## config.mk

```make
export PLATFORM = sky130hd
export DESIGN_NAME = ser_reg_bank
export DESIGN_NICKNAME = d
export VERILOG_FILES = /design/src/rtl/ser_regs_pkg.sv /design/src/rtl/ser_bus_decode.sv /design/src/rtl/ser_rx_trigger.sv /design/src/rtl/ser_status_flags.sv /design/src/rtl/ser_reg_bank.sv
export SDC_FILE = /design/constraint.sdc
export NUM_CORES = 1
export LEC_CHECK = 0
export ABC_AREA = 1
export BUFFER_PORTS_ARGS = -buffer_cell sky130_fd_sc_hd__buf_4
export CAP_MARGIN = 10
export CORE_AREA = 3 3 85 87
export DETAILED_ROUTE_END_ITERATION = 12
export DIE_AREA = 0 0 88 90
export PLACE_DENSITY = 0.76
export SYNTH_ARGS = -nofsm -noshare
export SYNTH_HDL_FRONTEND = slang
export SYNTH_SLANG_ARGS = --single-unit
```

## constraint.sdc

```tcl
create_clock -name clk -period 1.99 [get_ports clk]
set_input_delay 0.2985 -clock clk [delete_from_list [all_inputs] [get_ports clk]]
set_output_delay 0.2985 -clock clk [all_outputs]
set_load 0.01 [all_outputs]
```

## src/rtl/ser_regs_pkg.sv

```systemverilog
// Shared constants for the serial register bank: register indices
// (offset = index * 4), status bit positions, write masks, reset values.
package ser_regs_pkg;
    localparam int REG_MODE  = 0;
    localparam int REG_BAUD  = 1;
    localparam int REG_CTRL  = 2;
    localparam int REG_TXD   = 3;
    localparam int REG_STAT  = 4;
    localparam int REG_RXD   = 5;
    localparam int REG_FCTL  = 6;
    localparam int REG_FCNT  = 7;
    localparam int REG_PORT  = 8;
    localparam int REG_LSTAT = 9;
    localparam int NUM_REGS  = 10;

    localparam int ST_TEND = 6;
    localparam int ST_TDE  = 5;
    localparam int ST_BRK  = 4;
    localparam int ST_RDF  = 1;
    localparam int ST_DR   = 0;

    localparam int CTRL_TIE = 7;
    localparam int CTRL_RIE = 6;
    localparam int CTRL_TE  = 5;
    localparam int FCTL_CLR = 1;

    localparam logic [7:0] MODE_MASK = 8'h7B;
    localparam logic [7:0] CTRL_MASK = 8'hFA;
    localparam logic [7:0] PORT_MASK = 8'hF3;
    localparam logic [7:0] BAUD_RST  = 8'hFF;
    localparam logic [7:0] CTRL_RST  = 8'h20;
endpackage

```

## src/rtl/ser_bus_decode.sv

```systemverilog
// Address decoder: turns a byte offset into a one-hot register select.
// Assumes registers sit on 4-byte boundaries starting at 0; anything
// misaligned or beyond the last register is reported as unmapped.
module ser_bus_decode #(
    parameter int ADDR_W = 6,
    parameter int NREGS  = 10
) (
    input  logic              bus_sel,
    input  logic [ADDR_W-1:0] bus_addr,
    output logic [NREGS-1:0]  hit,
    output logic              unmapped
);
    // One comparator per register slot.
    for (genvar i = 0; i < NREGS; i++) begin : g_slot
        assign hit[i] = bus_sel && (bus_addr == ADDR_W'(i * 4));
    end

    // Selected but no slot matched.
    assign unmapped = bus_sel && (hit == '0);
endmodule

```

## src/rtl/ser_rx_trigger.sv

```systemverilog
// Receive trigger compare: maps the 2-bit level code to 1/4/8/14 and
// compares the external FIFO occupancy against it, both as is and as it
// will be after one pop. Assumes CNT_W can hold the value 14.
module ser_rx_trigger #(
    parameter int CNT_W = 5
) (
    input  logic [1:0]       lvl_code,
    input  logic [CNT_W-1:0] count,
    output logic             at_level,
    output logic             below_after_pop
);
    logic [CNT_W-1:0] level;

    // Level code to byte count.
    always_comb begin
        case (lvl_code)
            2'd0:    level = CNT_W'(1);
            2'd1:    level = CNT_W'(4);
            2'd2:    level = CNT_W'(8);
            default: level = CNT_W'(14);
        endcase
    end

    // Compares now and after a pop.
    assign at_level        = (count >= level);
    assign below_after_pop = ((count - CNT_W'(1)) < level);
endmodule

```

## src/rtl/ser_status_flags.sv

```systemverilog
// Status flags and receive interrupt. Flags clear only where a status
// write carries 0; hardware events set them after any clear in the same
// cycle. Assumes at most one bus access per cycle.
module ser_status_flags (
    input  logic       clk,
    input  logic       rst_n,
    input  logic       wr_stat,
    input  logic       rd_stat,
    input  logic       wr_ctrl,
    input  logic       wr_txd,
    input  logic       fifo_clr,
    input  logic [7:0] wbyte,
    input  logic       te,
    input  logic       rie,
    input  logic       rx_hit,
    input  logic       pop_below,
    input  logic       brk_in,
    input  logic       idle_in,
    output logic [7:0] status_byte,
    output logic       irq_rx
);
    import ser_regs_pkg::*;

    logic tend, tde, brk, rdf, dr;

    // Flag register update.
    always_ff @(posedge clk) begin
        if (!rst_n) begin
            tend <= 1'b1;
            tde  <= 1'b1;
            brk  <= 1'b0;
            rdf  <= 1'b0;
            dr   <= 1'b0;
        end else begin
            if (wr_stat) begin
                if (!wbyte[ST_TEND]) tend <= 1'b0;
                if (!wbyte[ST_TDE])  tde  <= 1'b0;
                if (!wbyte[ST_BRK])  brk  <= 1'b0;
                if (!wbyte[ST_RDF])  rdf  <= 1'b0;
                if (!wbyte[ST_DR])   dr   <= 1'b0;
            end
            if (wr_ctrl && !wbyte[CTRL_TE]) tend <= 1'b1;
            if (wr_txd) tde <= 1'b0;
            if (rd_stat && te) begin
                tde  <= 1'b1;
                tend <= 1'b1;
            end
            if (pop_below || fifo_clr) rdf <= 1'b0;
            if (rx_hit)  rdf <= 1'b1;
            if (brk_in)  brk <= 1'b1;
            if (idle_in) dr  <= 1'b1;
        end
    end

    // Receive interrupt: dropped by status/control writes, raised by trigger.
    always_ff @(posedge clk) begin
        if (!rst_n) begin
            irq_rx <= 1'b0;
        end else begin
            if ((wr_stat && (!wbyte[ST_RDF] || !wbyte[ST_DR])) ||
                (wr_ctrl && !wbyte[CTRL_RIE]))
                irq_rx <= 1'b0;
            if (rx_hit && rie) irq_rx <= 1'b1;
        end
    end

    // Pack flags into their bit positions.
    always_comb begin
        status_byte          = 8'h00;
        status_byte[ST_TEND] = tend;
        status_byte[ST_TDE]  = tde;
        status_byte[ST_BRK]  = brk;
        status_byte[ST_RDF]  = rdf;
        status_byte[ST_DR]   = dr;
    end

    AST_BRK_STICKY: assert property (@(posedge clk) disable iff (!rst_n)
        (brk && !(wr_stat && !wbyte[ST_BRK])) |=> brk);
    AST_RDF_CLEARED: assert property (@(posedge clk) disable iff (!rst_n)
        (wr_stat && !wbyte[ST_RDF] && !rx_hit) |=> !rdf);
    AST_IRQ_RX_SOURCE: assert property (@(posedge clk) disable iff (!rst_n)
        $rose(irq_rx) |-> $past(rx_hit && rie));
    AST_STATUS_REARM: assert property (@(posedge clk) disable iff (!rst_n)
        (rd_stat && te) |=> (tde && tend));
endmodule

```

## src/rtl/ser_reg_bank.sv

```systemverilog
// Processor-side register bank of a FIFO serial controller. Holds masked
// configuration registers, registers read data one cycle after the access,
// and turns data/FIFO accesses into one-cycle strobes for the external
// FIFO and shifter. Assumes one access per cycle and DATA_W >= 8.
module ser_reg_bank #(
    parameter int ADDR_W = 6,
    parameter int DATA_W = 16,
    parameter int CNT_W  = 5
) (
    input  logic              clk,
    input  logic              rst_n,
    input  logic              bus_sel,
    input  logic              bus_wr,
    input  logic [ADDR_W-1:0] bus_addr,
    input  logic [DATA_W-1:0] bus_wdata,
    output logic              rd_valid,
    output logic [DATA_W-1:0] rd_data,
    output logic              bus_err,
    output logic              tx_strobe,
    output logic [7:0]        tx_byte,
    input  logic [7:0]        rx_byte,
    input  logic [CNT_W-1:0]  rx_count,
    input  logic              rx_push,
    output logic              rx_pop,
    output logic              fifo_reset,
    input  logic              break_pulse,
    input  logic              idle_pulse,
    output logic              irq_tx,
    output logic              irq_rx
);
    import ser_regs_pkg::*;

    localparam int NR = NUM_REGS;

    logic [NR-1:0]     hit, wr, rd;
    logic              unmapped;
    logic [7:0]        mode_q, baud_q, ctrl_q, port_q;
    logic [DATA_W-1:0] fctl_q, rd_mux;
    logic [7:0]        status_byte;
    logic              at_level, below_after_pop;
    logic              rx_nonempty, pop_now;

    ser_bus_decode #(.ADDR_W(ADDR_W), .NREGS(NR)) u_dec (
        .bus_sel  (bus_sel),
        .bus_addr (bus_addr),
        .hit      (hit),
        .unmapped (unmapped)
    );

    assign wr = hit & {NR{bus_wr}};
    assign rd = hit & {NR{!bus_wr}};
    assign rx_nonempty = (rx_count != '0);
    assign pop_now     = rd[REG_RXD] && rx_nonempty;

    ser_rx_trigger #(.CNT_W(CNT_W)) u_trig (
        .lvl_code        (fctl_q[7:6]),
        .count           (rx_count),
        .at_level        (at_level),
        .below_after_pop (below_after_pop)
    );

    ser_status_flags u_flags (
        .clk         (clk),
        .rst_n       (rst_n),
        .wr_stat     (wr[REG_STAT]),
        .rd_stat     (rd[REG_STAT]),
        .wr_ctrl     (wr[REG_CTRL]),
        .wr_txd      (wr[REG_TXD]),
        .fifo_clr    (wr[REG_FCTL] && bus_wdata[FCTL_CLR]),
        .wbyte       (bus_wdata[7:0]),
        .te          (ctrl_q[CTRL_TE]),
        .rie         (ctrl_q[CTRL_RIE]),
        .rx_hit      (rx_push && at_level),
        .pop_below   (pop_now && below_after_pop),
        .brk_in      (break_pulse),
        .idle_in     (idle_pulse),
        .status_byte (status_byte),
        .irq_rx      (irq_rx)
    );

    // Configuration registers and transmit interrupt.
    always_ff @(posedge clk) begin
        if (!rst_n) begin
            mode_q <= 8'h00;
            baud_q <= BAUD_RST;
            ctrl_q <= CTRL_RST;
            port_q <= 8'h00;
            fctl_q <= '0;
            irq_tx <= 1'b0;
        end else begin
            if (wr[REG_MODE]) mode_q <= bus_wdata[7:0] & MODE_MASK;
            if (wr[REG_BAUD]) baud_q <= bus_wdata[7:0];
            if (wr[REG_CTRL]) begin
                ctrl_q <= bus_wdata[7:0] & CTRL_MASK;
                irq_tx <= bus_wdata[CTRL_TIE];
            end
            if (wr[REG_PORT]) port_q <= bus_wdata[7:0] & PORT_MASK;
            if (wr[REG_FCTL]) fctl_q <= bus_wdata;
        end
    end

    // Read multiplexer (values before this cycle's update).
    always_comb begin
        rd_mux = '0;
        if (hit[REG_MODE]) rd_mux = DATA_W'(mode_q);
        if (hit[REG_BAUD]) rd_mux = DATA_W'(baud_q);
        if (hit[REG_CTRL]) rd_mux = DATA_W'(ctrl_q);
        if (hit[REG_STAT]) rd_mux = DATA_W'(status_byte);
        if (hit[REG_RXD] && rx_nonempty) rd_mux = DATA_W'(rx_byte);
        if (hit[REG_FCTL]) rd_mux = fctl_q;
        if (hit[REG_FCNT]) rd_mux = DATA_W'(rx_count);
        if (hit[REG_PORT]) rd_mux = DATA_W'(port_q);
    end

    // Registered read return and one-cycle strobes.
    always_ff @(posedge clk) begin
        if (!rst_n) begin
            rd_valid   <= 1'b0;
            rd_data    <= '0;
            bus_err    <= 1'b0;
            tx_strobe  <= 1'b0;
            tx_byte    <= 8'h00;
            rx_pop     <= 1'b0;
            fifo_reset <= 1'b0;
        end else begin
            rd_valid   <= bus_sel && !bus_wr;
            rd_data    <= (bus_sel && !bus_wr) ? rd_mux : '0;
            bus_err    <= unmapped;
            tx_strobe  <= wr[REG_TXD];
            if (wr[REG_TXD]) tx_byte <= bus_wdata[7:0];
            rx_pop     <= pop_now;
            fifo_reset <= wr[REG_FCTL] && bus_wdata[FCTL_CLR];
        end
    end

    AST_TX_STROBE_SRC: assert property (@(posedge clk) disable iff (!rst_n)
        tx_strobe |-> $past(wr[REG_TXD]));
    AST_ERR_SRC: assert property (@(posedge clk) disable iff (!rst_n)
        bus_err |-> $past(bus_sel && unmapped));
    AST_RD_VALID_SRC: assert property (@(posedge clk) disable iff (!rst_n)
        rd_valid |-> $past(bus_sel && !bus_wr));
    AST_POP_NONEMPTY: assert property (@(posedge clk) disable iff (!rst_n)
        rx_pop |-> $past(rx_count != '0));
endmodule

```

==> run summary <==
Status = finished, final reports clean
Fmax = 625 MHz
YS warnings = 0
Net Sw Frac = 0.268
Number of CTS-inserted buffers = 9
CTS tree = yes
MaxCap Viol Count = 0
WP data required = 2220 ps
Crit Path Category = reg2reg
WP data arrival = 1830 ps
Area leader, netlist = dfxtp_1
Overflow after GRT = 0
Slew HR = 0.638
Initial Utilization = 0.539
Register area share after synthesis = 0.445
Post-CTS Setup Bufs = 0
Final Skew = 7.65 ps
Critical Path End Type = register
Hold crit path type = in2reg
Sequential Power Share = 0.538
R2r setup slk = 390 ps
P_sw = 774 uW
Row count = 29
Register bit total from synthesis = 77
Primary FF master, synth = dfxtp_1
Resize count post-CTS = 0
Filler cells = 561
P_int = 2120 uW
Top cells by area, synth = dfxtp_1 44%, nand2_1 8.3%, a21oi_1 8.1%
GP Congestion = 0.911
Critical path peak fanout = 3
Vias after detailed routing = 3293
Hold depth = 3
Chip Width = 88 um
# setup viols final = 0
R2R Path End = u_flags.irq_rx
Leakage dissipation = 0.00198 uW
Measured slew at the worst slew-check pin = 537 ps
Max Root-Sink Buffers = 2
Post-detailed-routing wire length = 9300 um
Clock net sink count = 77
Worst Reg-to-Reg Cells = 10
Mean Syn Cell Area = 7.48 um2
H-Tree Depth = 3
Placed insts = 607
Critical Path Source Type = register
Crit share post-route = 0.804
Total Routing Usage GR = 0.245
Min-Delay Startpoint = idle_pulse
Worst VDD drop = 493 uV
First-pass GRT wire length = 15500 um
Syn Inst Count = 463
DIE AREA = 7920 um2
Reg clk slew, reported paths = 80 ps
Clock Latency Late Sink = 350 ps
Minimum clock period = 1600 ps
I/O Pins = 73
Antenna Nets Post-Route = 0
Synthesized area = 3460 um2
CTS Hold Bufs = 0
Clock share of power = 0.378
Antenna violations before repair = 0
EDFF count, synth = 0
Top cell type's share of synthesized area = 0.445
Commonest non-fill, non-tap cells in the layout = 77 x nand2_1, 77 x dfxtp_1, 77 x buf_4
Routed vias/inst = 5.29
Antenna diodes = 0
DRT Pass-1 Iters = 5
Hold Path Sink = u_flags.dr
Final Hold Vio Count = 0
Routed WL per cell = 14.9 um
Async set or reset register ratio after synthesis = 0
Syn-to-layout area delta = 23.0%
RR Startpoint = fctl_q[6]
Syn Nets = 514
Post-Layout Cell Count = 623
RSZ-0062 raised after global routing = no
Die height = 90 um
Sum of negative setup slack = 0 ps
Initial drt markers = 331
Netlist cell types = 36
Core box area = 6420 um2
Fin. max-slew vios = 0
Comb pwr share = 0.084
Number of port buffers = 72
Share of cells above drive strength 1 = 0.220
Vias in the first global route = 3167
DRC = 0
Largest net degree at the start of global routing = 40
Root Driver = clkbuf_8
Power per cell area = 678 nW/um2
Dpl hpwl = 6900 um
Final nets = 592
metrics by stage:
stage               power (uW)  hold slack, ps  setup WS [ps]   util  area, um2
floorplan                 1710             416            490      -       3460
global placement          1830             419            292  0.635       4080
detailed placement        1830             429            236  0.635       4080
CTS                       2900             150            372  0.664       4260
global route              2990             159            234  0.664       4260
finish                    2890             164            390  0.664       4260
metal layers:
metal | vias up | part of all wire | global-route usage
li1 | 1658 | - | -
met2 | 130 | 0.44 | 0.362
met5 | - | 0 | 0
met1 | 1481 | 0.46 | 0.353
met4 | 0 | 0.024 | 0.0806
met3 | 24 | 0.073 | 0.0530
registers in the layout, summed over array words and instances (netlist names), 5 cells and up:
register  flops
fctl_q       16
tx_byte       8
port_q        6
mode_q        6
ctrl_q        5
baud_q        8
rd_data      16
worst max-delay path by stage:
| stage | endpoint | slack (ps) | start |
|---|---|---|---|
| 2_1_floorplan | u_flags.rdf | 490 | rx_count[0] |
| 3_3_place_gp | rd_data[12] | 290 | bus_addr[1] |
| 3_5_place_dp | u_flags.rdf | 240 | rx_count[0] |
| 4_1_cts | u_flags.irq_rx | 370 | fctl_q[6] |
| 5_1_grt | u_flags.irq_rx | 230 | fctl_q[6] |
| 6_report | u_flags.irq_rx | 390 | fctl_q[6] |
logic make-up after synthesis:
| group | count (synthesis) | synth area share |
|---|---|---|
| AND/OR/NAND/NOR | 173 | 0.237 |
| buffers and inverters | 83 | 0.0971 |
| flip-flops | 77 | 0.445 |
| AO/OA/AOI/OAI | 119 | 0.183 |
| XOR/XNOR | 2 | 0.00506 |
| adder cells (fa/ha/maj) | 9 | 0.0325 |
power groups by stage:
| stage | sequential (uW) | clock, uW | combinational [uW] |
|---|---|---|---|
| 4_1_cts | 1560 | 1100 | 241 |
| 6_report | 1560 | 1090 | 242 |
| 2_1_floorplan | 1590 | 0 | 113 |
| 3_5_place_dp | 1590 | 0 | 239 |
| 5_1_grt | 1560 | 1160 | 269 |
| 3_3_place_gp | 1590 | 0 | 237 |
worst max-delay path: stages, from the launching register on:
cell     delay, ps
dfxtp_1        330
nor2_1         180
ha_1           260
inv_1           50
nand2_1         50
a21oi_1        120
nor2_1          40
o21ai_0        140
nand2_1        130
nand3_1        110
a21oi_1         60
synth_stat cells (3+ instances only):
| master | number |
|---|---|
| nand2_2 | 4 |
| dfxtp_1 | 77 |
| o211ai_1 | 8 |
| o21ai_0 | 43 |
| ha_1 | 9 |
| a21oi_1 | 56 |
| inv_2 | 4 |
| nor2_2 | 3 |
| o21ai_1 | 6 |
| inv_1 | 65 |
| nand3_1 | 23 |
| clkbuf_1 | 6 |
| nor2_4 | 5 |
| nor2_1 | 47 |
| nor3_1 | 4 |
| nand2_1 | 77 |
area by class of cell:
class / count / area [um2] / share of cell area
Multi-Input combinational cell: 303 / 1590 / 0.372
Clock inverter: 7 / 57.6 / 0.0135
Timing Repair Buffer: 77 / 578 / 0.136
Inverter: 73 / 279 / 0.0655
Sequential cell: 77 / 1540 / 0.362
Clock buffer: 9 / 124 / 0.0291
Tap cell: 77 / 96.3 / 0.0226
Power figures use the tool's default switching activity.
